$ cat src/rtl/midi_port_pkg.sv
package midi_port_pkg;
  localparam logic [7:0] CMD_RESET = 8'hFF;
  localparam logic [7:0] CMD_UART  = 8'h3F;
  localparam logic [7:0] ACK_BYTE  = 8'hFE;

  typedef enum logic [2:0] {
    RX_IDLE,
    RX_START,
    RX_DATA,
    RX_STOP,
    RX_HOLD
  } rx_state_e;
endpackage

$ cat src/rtl/byte_fifo.sv
module byte_fifo #(
  parameter int DEPTH = 4,
  parameter int W     = 8,
  localparam int PW   = (DEPTH > 1) ? $clog2(DEPTH) : 1,
  localparam int CW   = $clog2(DEPTH + 1)
) (
  input  logic          clk_i,
  input  logic          rst_ni,
  input  logic          flush_i,
  input  logic          push_i,
  input  logic [W-1:0]  din_i,
  input  logic          pop_i,
  output logic [W-1:0]  dout_o,
  output logic          empty_o,
  output logic          full_o,
  output logic [CW-1:0] count_o
);
  logic [W-1:0]  mem [DEPTH];
  logic [PW-1:0] rd_ptr, wr_ptr;
  logic [CW-1:0] count;
  logic          do_push, do_pop;
  logic [PW-1:0] waddr;

  function automatic logic [PW-1:0] inc(input logic [PW-1:0] p);
    return (p == PW'(DEPTH - 1)) ? '0 : p + 1'b1;
  endfunction

  assign empty_o = (count == '0);
  assign full_o  = (count == CW'(DEPTH));
  assign count_o = count;
  assign dout_o  = mem[rd_ptr];

  // flush has priority; a push in the flush cycle lands in slot 0
  assign do_push = push_i && (flush_i || !full_o);
  assign do_pop  = pop_i && !empty_o && !flush_i;
  assign waddr   = flush_i ? '0 : wr_ptr;

  always_ff @(posedge clk_i) begin
    if (do_push) mem[waddr] <= din_i;
  end

  always_ff @(posedge clk_i or negedge rst_ni) begin
    if (!rst_ni) begin
      rd_ptr <= '0;
      wr_ptr <= '0;
      count  <= '0;
    end else if (flush_i) begin
      rd_ptr <= '0;
      wr_ptr <= do_push ? inc('0) : '0;
      count  <= do_push ? CW'(1) : '0;
    end else begin
      if (do_push) wr_ptr <= inc(wr_ptr);
      if (do_pop)  rd_ptr <= inc(rd_ptr);
      if (do_push && !do_pop) count <= count + 1'b1;
      else if (do_pop && !do_push) count <= count - 1'b1;
    end
  end
endmodule

$ cat src/rtl/midi_tx.sv
module midi_tx #(
  parameter int CLKS_PER_BIT = 1600,
  localparam int CW = $clog2(CLKS_PER_BIT + 1)
) (
  input  logic       clk_i,
  input  logic       rst_ni,
  input  logic       valid_i,
  input  logic [7:0] data_i,
  output logic       pop_o,
  output logic       tx_o,
  output logic       busy_o
);
  logic [8:0]    shreg;
  logic [3:0]    bit_cnt;
  logic [CW-1:0] clk_cnt;

  assign pop_o = valid_i && !busy_o;

  always_ff @(posedge clk_i or negedge rst_ni) begin
    if (!rst_ni) begin
      shreg   <= '1;
      bit_cnt <= '0;
      clk_cnt <= '0;
      tx_o    <= 1'b1;
      busy_o  <= 1'b0;
    end else if (pop_o) begin
      shreg   <= {1'b1, data_i};
      bit_cnt <= '0;
      clk_cnt <= '0;
      tx_o    <= 1'b0;
      busy_o  <= 1'b1;
    end else if (busy_o) begin
      if (clk_cnt == CW'(CLKS_PER_BIT - 1)) begin
        clk_cnt <= '0;
        if (bit_cnt == 4'd9) begin
          busy_o <= 1'b0;
          tx_o   <= 1'b1;
        end else begin
          tx_o    <= shreg[0];
          shreg   <= {1'b1, shreg[8:1]};
          bit_cnt <= bit_cnt + 1'b1;
        end
      end else begin
        clk_cnt <= clk_cnt + 1'b1;
      end
    end
  end
endmodule

$ cat src/rtl/midi_rx.sv
module midi_rx
  import midi_port_pkg::*;
#(
  parameter int CLKS_PER_BIT = 1600,
  localparam int CW   = $clog2(CLKS_PER_BIT + 1),
  localparam int HALF = CLKS_PER_BIT / 2
) (
  input  logic       clk_i,
  input  logic       rst_ni,
  input  logic       rx_i,
  output logic       valid_o,
  output logic [7:0] data_o
);
  logic          s1, s2;
  rx_state_e     state;
  logic [CW-1:0] cnt;
  logic [2:0]    bit_idx;

  always_ff @(posedge clk_i or negedge rst_ni) begin
    if (!rst_ni) begin
      s1 <= 1'b1;
      s2 <= 1'b1;
    end else begin
      s1 <= rx_i;
      s2 <= s1;
    end
  end

  always_ff @(posedge clk_i or negedge rst_ni) begin
    if (!rst_ni) begin
      state   <= RX_IDLE;
      cnt     <= '0;
      bit_idx <= '0;
      data_o  <= '0;
      valid_o <= 1'b0;
    end else begin
      valid_o <= 1'b0;
      unique case (state)
        RX_IDLE: if (!s2) begin
          state <= RX_START;
          cnt   <= '0;
        end
        RX_START: begin
          if (cnt == CW'(HALF - 1)) begin
            cnt     <= '0;
            bit_idx <= '0;
            state   <= s2 ? RX_IDLE : RX_DATA;
          end else cnt <= cnt + 1'b1;
        end
        RX_DATA: begin
          if (cnt == CW'(CLKS_PER_BIT - 1)) begin
            cnt    <= '0;
            data_o <= {s2, data_o[7:1]};
            if (bit_idx == 3'd7) state <= RX_STOP;
            else bit_idx <= bit_idx + 1'b1;
          end else cnt <= cnt + 1'b1;
        end
        RX_STOP: begin
          if (cnt == CW'(CLKS_PER_BIT - 1)) begin
            cnt <= '0;
            if (s2) begin
              valid_o <= 1'b1;
              state   <= RX_IDLE;
            end else begin
              state <= RX_HOLD;  // bad stop: wait for line to go high
            end
          end else cnt <= cnt + 1'b1;
        end
        RX_HOLD: if (s2) state <= RX_IDLE;
        default: state <= RX_IDLE;
      endcase
    end
  end
endmodule

$ cat src/rtl/midi_uart_port.sv
module midi_uart_port
  import midi_port_pkg::*;
#(
  parameter int CLKS_PER_BIT = 1600,
  parameter int DEPTH        = 4,
  localparam int CNT_W       = $clog2(DEPTH + 1)
) (
  input  logic       clk_i,
  input  logic       rst_ni,
  input  logic       sel_i,
  input  logic       wr_i,
  input  logic       rd_i,
  input  logic [7:0] wdata_i,
  output logic [7:0] rdata_o,
  input  logic       rx_i,
  output logic       tx_o,
  output logic       tx_irq_o,
  output logic       rx_irq_o
);
  logic             uart_mode;
  logic             cmd_wr, is_reset, is_uart, ack;
  logic             rx_valid;
  logic [7:0]       rx_byte;
  logic             rx_push, rx_empty, rx_full;
  logic [7:0]       rx_din, rx_head;
  logic [CNT_W-1:0] rx_count;
  logic             tx_push, tx_pop, tx_empty, tx_full, tx_busy;
  logic [7:0]       tx_head;
  logic [CNT_W-1:0] tx_count;

  assign cmd_wr   = wr_i && sel_i;
  assign is_reset = cmd_wr && (wdata_i == CMD_RESET);
  assign is_uart  = cmd_wr && (wdata_i == CMD_UART);
  assign ack      = is_reset || is_uart;

  always_ff @(posedge clk_i or negedge rst_ni) begin
    if (!rst_ni) uart_mode <= 1'b0;
    else if (is_reset) uart_mode <= 1'b0;
    else if (is_uart) uart_mode <= 1'b1;
  end

  // acknowledge wins over a byte finishing in the same cycle
  assign rx_push = ack || (rx_valid && uart_mode);
  assign rx_din  = ack ? ACK_BYTE : rx_byte;
  assign tx_push = wr_i && !sel_i && uart_mode;

  byte_fifo #(.DEPTH(DEPTH), .W(8)) u_rx_fifo (
    .clk_i   (clk_i),
    .rst_ni  (rst_ni),
    .flush_i (is_reset),
    .push_i  (rx_push),
    .din_i   (rx_din),
    .pop_i   (rd_i && !sel_i),
    .dout_o  (rx_head),
    .empty_o (rx_empty),
    .full_o  (rx_full),
    .count_o (rx_count)
  );

  byte_fifo #(.DEPTH(DEPTH), .W(8)) u_tx_fifo (
    .clk_i   (clk_i),
    .rst_ni  (rst_ni),
    .flush_i (is_reset),
    .push_i  (tx_push),
    .din_i   (wdata_i),
    .pop_i   (tx_pop),
    .dout_o  (tx_head),
    .empty_o (tx_empty),
    .full_o  (tx_full),
    .count_o (tx_count)
  );

  midi_tx #(.CLKS_PER_BIT(CLKS_PER_BIT)) u_tx (
    .clk_i   (clk_i),
    .rst_ni  (rst_ni),
    .valid_i (!tx_empty),
    .data_i  (tx_head),
    .pop_o   (tx_pop),
    .tx_o    (tx_o),
    .busy_o  (tx_busy)
  );

  midi_rx #(.CLKS_PER_BIT(CLKS_PER_BIT)) u_rx (
    .clk_i   (clk_i),
    .rst_ni  (rst_ni),
    .rx_i    (rx_i),
    .valid_o (rx_valid),
    .data_o  (rx_byte)
  );

  assign rdata_o  = sel_i    ? {rx_empty, tx_full, 6'b0}
                  : rx_empty ? 8'h00 : rx_head;
  assign tx_irq_o = uart_mode && tx_empty;
  assign rx_irq_o = !rx_empty;
endmodule

$ cat config.mk
export PLATFORM = sky130hd
export DESIGN_NAME = midi_uart_port
export DESIGN_NICKNAME = d
export VERILOG_FILES = /design/src/rtl/midi_port_pkg.sv /design/src/rtl/byte_fifo.sv /design/src/rtl/midi_tx.sv /design/src/rtl/midi_rx.sv /design/src/rtl/midi_uart_port.sv
export SDC_FILE = /design/constraint.sdc
export NUM_CORES = 1
export LEC_CHECK = 0
export BUFFER_PORTS_ARGS = -buffer_cell sky130_fd_sc_hd__buf_2
export CAP_MARGIN = 30
export CORE_MARGIN = 2
export CORE_UTILIZATION = 55
export DETAILED_ROUTE_END_ITERATION = 6
export PLACE_DENSITY = 0.87
export SYNTH_ARGS = -nofsm -noshare
export SYNTH_HDL_FRONTEND = slang
export SYNTH_SLANG_ARGS = --single-unit
$ cat constraint.sdc
create_clock -name clk_i -period 2.53 [get_ports clk_i]
set_clock_uncertainty 0.2 [all_clocks]
set_input_delay 0.1265 -clock clk_i [delete_from_list [all_inputs] [get_ports clk_i]]
set_output_delay 0.1265 -clock clk_i [all_outputs]
set_load 0.02 [all_outputs]
==> results_dict.tcl <==
set metrics [dict create \
    vias_per_cell 5.94 \
    critPathBufInv 0 \
    die_area_mm2 0.0119 \
    synth_cells 481 \
    path_cells "or3b_4, a21oi_4, o21a_2, nor2_2, fa_2, or4_4, a32oi_1" \
    grt_use_total_pct 23.0 \
    place.gp.congestion 0.841 \
    min_period_ns 2.48 \
    tightest_slew_ns 0.888 \
    cp_top_family "simple AND/OR/NAND/NOR gates" \
    final_cell_mix "edfxtp_1 (64), dfrtp_1 (56), nand2_1 (43)" \
    crit_type "flop to flop" \
    wl_um 12500 \
    report.final.slew_viol_count 0 \
    layout-drive-gt1-share_pct 24.3 \
    post_drt_wl_per_cell_um 17.7 \
    drtIter0Drc 306 \
    cpMaxStageDelayCell "or4_4" \
    grt_pass1_wl_um 20600 \
    syn-num-nets 507 \
    seq_power_share_pct 43.6 \
    fillers 715 \
    p_int_mw 4.29 \
    clockRootBuffer "clkbuf_8" \
    p_total_mw 5.81 \
    cp-start-kind "flop" \
    row_count 38 \
    max_stage_delay_ns 0.49 \
    fin_crit_sh_pct 97.9 \
    nets 576 \
    critPathMaxFanout 4 \
    critical_path.startpoint "u_rx_fifo.count_o[1]" \
    die-height_um 109 \
    r2r_slack_ns 0.05 \
    ys_seq_area_share_pct 59.8 \
    clock.fmax_mhz 404 \
    grt_setup_unrepaired "no" \
    switchingPower_mw 1.52 \
    antennaDiodeCount 0 \
    maxCapViolations 0 \
    design.portCount 25 \
    synth-edff-count 64 \
    grt_pass1_vias 4315 \
    clkPwrFrac_pct 41.1 \
    antenna_found_initial 0 \
    clk_path_buf_depth 2 \
    clkTransAtPathRegs_ns 0.06 \
    start_util_pct 56.4 \
    vias 4176 \
    ys_ff_latch 132 \
    ant_nets 0 \
    first_pass_iters 7 \
    switching_share_pct 26.1 \
    ys_dominant_reg_cell "edfxtp_1" \
    area_growth_pct 19.4 \
    async_reset_ff_share_pct 51.5 \
    synth_area_mm2 0.00608 \
    grt-ovfl-total 0 \
    hold_viol_final 0 \
    setup_viol_count_final 0 \
    final_common_cell "edfxtp_1" \
    yosys_warnings 0 \
    numCtsBuffers 17 \
    port_buffers 24 \
    cp-end-kind "flop" \
    clock_latency_ns 0.53 \
    p_comb_share_pct 15.4 \
    avgSynthCellArea_um2 12.6 \
    rr_startpoint "u_rx_fifo.count_o[1]" \
    hpwl_um 7740 \
    core_area_mm2 0.0108 \
    slew_headroom_pct 40.8 \
    crit_arrival_ns 2.72 \
    hold_slack_ns 0.0458 \
    crit_required_ns 2.77 \
    cts_tree "done" \
    violations "design-rule violations" \
    drc_errors 1 \
    synth.distinct_cells 67 \
    grt_max_degree 69 \
    h-tree-depth 4 \
    worstHoldStart "rx_i" \
    die_w_um 109 \
    status "finished with violations" \
    max-vdd-ir-drop_v 0.000547 \
    powerDensity_mw_per_mm2 800 \
    hold_path.class "input pin to flop" \
    clkSinkCount 132 \
    leakagePower_nw 2.94 \
]
## synthesized netlist by cell type, types with 4 or more instances
master    number  share of area [%]
a21o_1         6               0.74
a21oi_1       16                1.3
a22o_1         4               0.58
and2_1        10                1.0
and3_1         6               0.62
buf_2          4               0.33
clkbuf_1      10               0.62
dfrtp_1       57                 23
dfstp_2       11                4.8
edfxtp_1      64                 32
ha_1          10                2.1
inv_1         12               0.74
mux2_1        10                1.9
mux2i_1       10                1.6
mux4_2        16                5.9
nand2_1       43                2.7
nand2b_1       5               0.51
nand3_1       12               0.99
nand4_1        7               0.72
nor2_1        41                2.5
nor2b_1        4               0.41
nor3_1        13                1.1
nor3b_1        5               0.62
nor4_1         4               0.41
o21ai_0       17                1.4
o21ai_1       17                1.4
or2_2          8               0.82
xnor2_1        5               0.72
## power by group through the flow
stage | logic (mW) | registers, mW | clock network [mW]
2_1_floorplan | 0.580 | 2.51 | 0
3_3_place_gp | 0.753 | 2.55 | 0
3_5_place_dp | 0.795 | 2.56 | 0
4_1_cts | 0.846 | 2.53 | 2.42
5_1_grt | 0.976 | 2.54 | 2.53
6_report | 0.894 | 2.53 | 2.39
## routing by layer
layer	GRT usage (%)	routed length (um)	share of wire, %	vias to the layer above
met5	0	0	0	-
met4	8.86	154	1.2	0
met3	7.77	639	5.1	18
met2	39.5	6630	53	131
li1	-	-	-	1935
met1	26.6	5020	40	2092
## worst register-to-register path: cells and delay by family, from the launching register on
| kind | cells | cell delay, ns |
|---|---|---|
| AND/OR/NAND/NOR | 3 | 0.97 |
| AO/OA/AOI/OAI | 3 | 0.48 |
| flip-flops | 1 | 0.40 |
| adder cells (fa/ha/maj) | 1 | 0.35 |
## registers in the layout, indices dropped and copies added (netlist names), 2 cells and up
name / cells
u_rx_fifo.rd_ptr: 2
u_tx.shreg: 8
u_tx_fifo.count_o: 3
u_rx.state: 3
u_tx_fifo.rd_ptr: 2
u_tx.clk_cnt: 11
u_rx_fifo.wr_ptr: 2
u_tx_fifo.wr_ptr: 2
u_tx_fifo.mem: 32
u_rx.data_o: 8
u_rx.bit_idx: 3
u_rx.cnt: 11
u_tx.bit_cnt: 4
u_rx_fifo.count_o: 3
u_rx_fifo.mem: 32
## repair_timing
item / CTS / global route
hold buffers: 13 / 0
gates resized for setup: 3 / 3
endpoints found under the hold margin: 94 / 0
gates cloned: 0 / 0
setup buffers: 2 / 3
pin swaps: 7 / 6
endpoints found under the setup margin: 1 / 10
## path summary, 6_finish.rpt
check / to / depth (start not counted)
worst min-delay path: u_rx.s1 / 2
min in group asynchronous: u_tx.clk_cnt[7] / 3
worst max-delay path: u_rx_fifo.count_o[2] / 7
worst min register to register: u_rx.s2 / 0
max in group asynchronous: u_rx_fifo.rd_ptr[0] / 3
worst max register to register: u_rx_fifo.count_o[2] / 7
## cell families (layout without fill, tap and decap cells)
family	Yosys count	count (layout)	share of synthesized area [%]
simple gates	178	178	15.4
flops	132	132	59.8
buf+inv	28	110	2.06
compound gates	87	87	9.38
fa+ha+maj	12	12	2.71
mux	37	37	9.61
xor+xnor	7	7	1.01
## layout make-up
class | count | area [um2] | area share, %
flip-flops and latches | 132 | 3640 | 50.1
multi-input cells | 321 | 2360 | 32.5
repair buffers | 66 | 468 | 6.44
clock buffers | 17 | 414 | 5.70
well taps | 140 | 175 | 2.41
clock inverters | 15 | 164 | 2.26
inverters | 12 | 45.0 | 0.620
## through the flow
step | area, um2 | setup TNS (ns) | std cells | util, % | worst slack, ns
after floorplan | 6100 | 0 | 481 | - | 0.0464
after global placement | 6490 | 0 | 653 | 60.2 | 0.0949
after detailed placement | 6490 | -0.00610 | 653 | 60.2 | -0.00610
after CTS | 7230 | -0.00256 | 700 | 67.0 | -0.00256
after global routing | 7260 | 0 | 703 | 67.3 | 0.000141
final | 7260 | 0 | 703 | 67.3 | 0.0528
Note: power is estimated with default switching activity, not from simulation.
